`src/rtl/quad_wiper_bank.sv`:
```
module quad_wiper_bank #(
  parameter int NUM_CH   = 4,
  parameter int NUM_PRE  = 4,
  parameter int TAP_W    = 6,
  parameter int DATA_W   = 8,
  parameter int INIT_TAP = 32
) (
  input  logic                             clk,
  input  logic                             rst,
  input  logic                             cmd_valid,
  input  logic [2:0]                       cmd_op,
  input  logic [$clog2(NUM_CH)-1:0]        cmd_ch,
  input  logic [$clog2(NUM_PRE)-1:0]       cmd_reg,
  input  logic [DATA_W-1:0]                cmd_wdata,
  input  logic                             wp_n,
  output logic                             busy,
  output logic                             rd_valid,
  output logic [DATA_W-1:0]                rd_data,
  output logic                             wp_err,
  output logic [NUM_CH*TAP_W-1:0]          tap_sel,
  output logic [NUM_CH*(1<<TAP_W)-1:0]     tap_en
);
  localparam int NUM_TAPS = 1 << TAP_W;

  localparam logic [2:0] OP_WR_WIP = 3'd0;
  localparam logic [2:0] OP_RD_WIP = 3'd1;
  localparam logic [2:0] OP_WR_PRE = 3'd2;
  localparam logic [2:0] OP_RD_PRE = 3'd3;
  localparam logic [2:0] OP_P2W    = 3'd4;
  localparam logic [2:0] OP_W2P    = 3'd5;

  logic [TAP_W-1:0] wip [NUM_CH];
  logic [TAP_W-1:0] pre [NUM_CH][NUM_PRE];

  wire              go      = cmd_valid && !busy;
  wire [TAP_W-1:0]  wd      = cmd_wdata[TAP_W-1:0];
  wire              unused_hi = ^cmd_wdata[DATA_W-1:TAP_W];
  wire [TAP_W-1:0]  cur_w   = wip[cmd_ch];
  wire [TAP_W-1:0]  cur_p   = pre[cmd_ch][cmd_reg];
  wire              pre_wr  = go && (cmd_op == OP_WR_PRE || cmd_op == OP_W2P);
  wire              is_rd   = go && (cmd_op == OP_RD_WIP || cmd_op == OP_RD_PRE);

  always_ff @(posedge clk) begin
    if (rst) begin
      busy     <= 1'b1;
      rd_valid <= 1'b0;
      wp_err   <= 1'b0;
      rd_data  <= '0;
      for (int c = 0; c < NUM_CH; c++) begin
        wip[c] <= '0;
        for (int p = 0; p < NUM_PRE; p++) pre[c][p] <= TAP_W'(INIT_TAP);
      end
    end else begin
      busy     <= 1'b0;
      rd_valid <= is_rd;
      wp_err   <= pre_wr && !wp_n;
      if (busy)
        for (int c = 0; c < NUM_CH; c++) wip[c] <= pre[c][0];
      if (go) begin
        case (cmd_op)
          OP_WR_WIP: wip[cmd_ch] <= wd;
          OP_RD_WIP: rd_data <= DATA_W'(cur_w);
          OP_WR_PRE: if (wp_n) pre[cmd_ch][cmd_reg] <= wd;
          OP_RD_PRE: rd_data <= DATA_W'(cur_p);
          OP_P2W:    wip[cmd_ch] <= cur_p;
          OP_W2P:    if (wp_n) pre[cmd_ch][cmd_reg] <= cur_w;
          default: ;
        endcase
      end
    end
  end

  for (genvar c = 0; c < NUM_CH; c++) begin : g_out
    assign tap_sel[c*TAP_W +: TAP_W]      = wip[c];
    assign tap_en[c*NUM_TAPS +: NUM_TAPS] = NUM_TAPS'(1) << wip[c];
  end
endmodule

```
`config.mk`:
```
export PLATFORM = sky130hd
export DESIGN_NAME = quad_wiper_bank
export DESIGN_NICKNAME = d
export VERILOG_FILES = /design/src/rtl/quad_wiper_bank.sv
export SDC_FILE = /design/constraint.sdc
export NUM_CORES = 1
export LEC_CHECK = 0
export BUFFER_PORTS_ARGS = -buffer_cell sky130_fd_sc_hd__buf_2
export CORE_AREA = 2 2 105 208
export DETAILED_ROUTE_END_ITERATION = 8
export DIE_AREA = 0 0 107 210
export GPL_ROUTABILITY_DRIVEN = 0
export GPL_TIMING_DRIVEN = 0
export PLACE_DENSITY = 0.66
export SYNTH_ARGS = -nofsm -noshare
export SYNTH_HDL_FRONTEND = slang
export SYNTH_SLANG_ARGS = --single-unit
export TNS_END_PERCENT = 50
```
`constraint.sdc`:
```
create_clock -name clk -period 1.85 [get_ports clk]
set_clock_uncertainty 0.1 [all_clocks]
set_input_delay 0.0925 -clock clk [delete_from_list [all_inputs] [get_ports clk]]
set_output_delay 0.0925 -clock clk [all_outputs]
set_load 0.02 [all_outputs]
```
==> flow_summary.toml <==
[worst_hold_path]
hold_class = "in -> reg"
hold_end = "rd_data[1]"
hold_depth = 3
min_from = "cmd_op[1]"

[sta]
rsz0062_at_grt = "true"
period_minus_slack_ps = 2210
fmax_mhz = 452
tightest_slew_ps = 821
relSlewSlack_pct = 45.3
drv_slew = 0
hold_viol_final = 0
setup_violations = 473
period_share_pct = 120
setup_ws_ps = -364

[drt]
routed_wl_microns = 43700
vias_per_cell = 5.95
wl_per_cell_microns = 26.4
vias = 9854
drc = 0
firstDrtPassIters = 6
ant_nets = 0
drt-initial-drc-count = 1012

[floorplan]
die_area_sq_um = 22500
die_w_microns = 107
core_area_sq_um = 20900
io_pins = 310
start_util_pct = 39.3
die_h_microns = 210
rows = 75

[clock_network]
insertion_delay_ps = 430
cts_buffers = 17
clk_pin_slew_ps = 60
cts_tree = "done"
numClockSinks = 129
clockBufferDepth = 2
cts_max_level = 4
cts_root_buffer = "clkbuf_16"

[logic_synthesis]
synth_flop_cell = "edfxtp_1"
syn_area_sq_um = 8220
synth_top_area_share_pct = 43.9
syn_avg_cell_area_sq_um = 9.35
synth-seq-cells = 129
async_reset_ff_share_pct = 0
synth_warnings = 0
synth-edff-count = 120
yosysSeqAreaShare_pct = 46.0
yosysUniqueCellTypes = 43
synth_area_leaders = "edfxtp_1 (44%), nor2_1 (15%), mux4_2 (8.2%), mux2i_1 (4.8%), nand2b_1 (4.0%)"
synthCells = 879
synth_top_area_cell = "edfxtp_1"

[outcome]
violations = "setup timing"
status = "finished with violations"

[global_route]
grt_max_degree = 17
grt_overflow_total = 0
track_usage_pct = 34.4
grt_pass1_vias = 9199
grt_pass1_wl_microns = 56600
antenna_found_initial = 1

[worst_setup_path]
ff2ff_setup_slack_ps = -320
critPathMaxFanout = 4
end_kind = "output port"
critPathBufInv = 3
r2r_cells = 4
r2r_start = "wip[0][4]"
cp_slowest_cell = "edfxtp_1"
cp_slowest_stage_delay_ps = 520
path_delay_family = "simple AND/OR/NAND/NOR gates"
worst_setup_path_start_kind = "flop"
required_ps = 1660
worstPathCellList = "buf_6 -> buf_6 -> nor2b_4 -> nand3_2 -> nor2_4 -> buf_4"
r2r-end = "pre[0][4]"
crit_arrival_ps = 2020
critical_path_class = "reg -> out"
crit_top_cell = "buf_6"

[run]
maxCapViolations = 0

[layout]
nNetsFinal = 1392
final_core_util_pct = 73.7
area_growth_pct = 87.7
fin_cells = 1655
diodes = 0
drive_gt1_share_pct = 64.6

[power]
leakage_uw = 0.00630
ir_drop_v = 0.000756
p_per_area_nw_per_um2 = 608

[placement]
dp_cells = 1452
post-dp-hpwl_microns = 26700
placement.io_buffers = 303
[power by group]
group / leakage (uW) / switching (uW) / internal, uW / total, uW
sequential: 0.00133 / 83.4 / 3280 / 3360
clock: 0.000307 / 1310 / 2390 / 3690
combinational: 0.00466 / 1390 / 941 / 2330
total: 0.00630 / 2770 / 6600 / 9380
[synth_stat cells (all sizes together), types with 15 or more instances]
library cell  count
a22oi            22
buf              19
clkbuf           37
edfxtp          120
mux2i            39
mux4             30
nand2            55
nand2b           53
nand3            34
nor2            319
nor2b            18
nor3             35
o21ai            20
or2              15
[per-stage QoR]
step / cell area [sq um] / worst slack (ps) / TNS (ps) / hold WS, ps / power (uW)
global route: 15400 / -577 / -101840 / 133 / 9540
global placement: 10200 / -547 / -73810 / 150 / 4600
floorplan: 8330 / -103 / -10240 / 20.2 / 4150
finish: 15400 / -364 / -85570 / 86.3 / 9380
CTS: 13700 / -216 / -50150 / 50.4 / 8880
detailed placement: 10200 / -550 / -79000 / 154 / 4610
[worst register-to-register path: stages, from the launching register on]
cell,delay (ps)
edfxtp_1,520
buf_6,200
mux4_2,670
mux2i_4,340
nor2_1,80
[flip-flops by register name (all words and copies together), names as in the netlist]
signal and cells:
rd_data 6, busy 1, wp_err 1, pre 96, rd_valid 1, wip 24
[cell usage in the layout, fill, tap and decap left out, types with 6 or more instances in the layout]
| cell | n |
|---|---|
| a22oi_1 | 22 |
| buf_12 | 8 |
| buf_2 | 168 |
| buf_4 | 187 |
| buf_6 | 135 |
| buf_8 | 6 |
| clkbuf_1 | 6 |
| clkbuf_16 | 21 |
| clkbuf_8 | 10 |
| dfxtp_1 | 8 |
| edfxtp_1 | 120 |
| inv_1 | 7 |
| mux2i_1 | 9 |
| mux2i_4 | 29 |
| mux4_2 | 30 |
| nand2_1 | 26 |
| nand2_2 | 10 |
| nand2_4 | 14 |
| nand2b_1 | 21 |
| nand2b_4 | 29 |
| nand3_2 | 9 |
| nand3_4 | 22 |
| nand4_1 | 7 |
| nor2_1 | 203 |
| nor2_2 | 34 |
| nor2_4 | 82 |
| nor2b_1 | 6 |
| nor2b_4 | 12 |
| nor3_1 | 8 |
| nor3_2 | 17 |
| nor3_4 | 10 |
| o21ai_0 | 12 |
| o21ai_1 | 6 |
| o221ai_1 | 8 |
| or2_4 | 14 |
[cell type report]
class / instances / area, sq um
Clock buffer: 18 / 429
Tap cell: 269 / 337
Clock inverter: 14 / 214
Sequential cell: 129 / 3780
Fill cell: 1241 / 5500
Inverter: 7 / 26.3
Timing Repair Buffer: 487 / 3870
Multi-Input combinational cell: 688 / 6310
Buffer: 43 / 452
[per-layer routing]
layer,routed length (microns),track usage [%],up-vias,part of all wire [%]
met5,13,0,-,0.030
met4,3910,22.3,2,8.9
met3,4350,10.0,272,9.9
met2,22500,63.1,777,51
met1,13000,32.5,4701,30
li1,-,-,4102,-
[kinds of logic (layout without fill, tap and decap cells)]
logic type	Yosys count	after routing	synth area share [%]
other	1	2	0.0456
buffers and inverters	63	569	3.55
AO/OA/AOI/OAI	55	55	4.71
flip-flops	129	129	46.0
AND/OR/NAND/NOR	556	556	31.9
multiplexers	75	75	13.8
[worst max-delay path by stage]
stage	from	to	slack (ps)	cells after the start
after floorplan	wip[2][3]	tap_en[172]	-100	5
final	wip[0][4]	tap_en[15]	-360	6
after global placement	cmd_reg[1]	wip[1][1]	-550	6
after detailed placement	cmd_reg[1]	pre[1][18]	-550	6
after CTS	busy	pre[3][5]	-220	7
after global routing	wip[2][4]	tap_en[135]	-580	6
[timing repair]
action | 4_1_cts | 5_1_grt
hold endpoints to repair | 5 | 0
hold buffers | 3 | 0
setup endpoints to repair | 496 | 502
gates cloned | 3 | 0
buffers inserted | 125 | 53
pin swaps | 62 | 42
resized for setup | 499 | 328
Note: power is estimated with default switching activity, not from simulation.
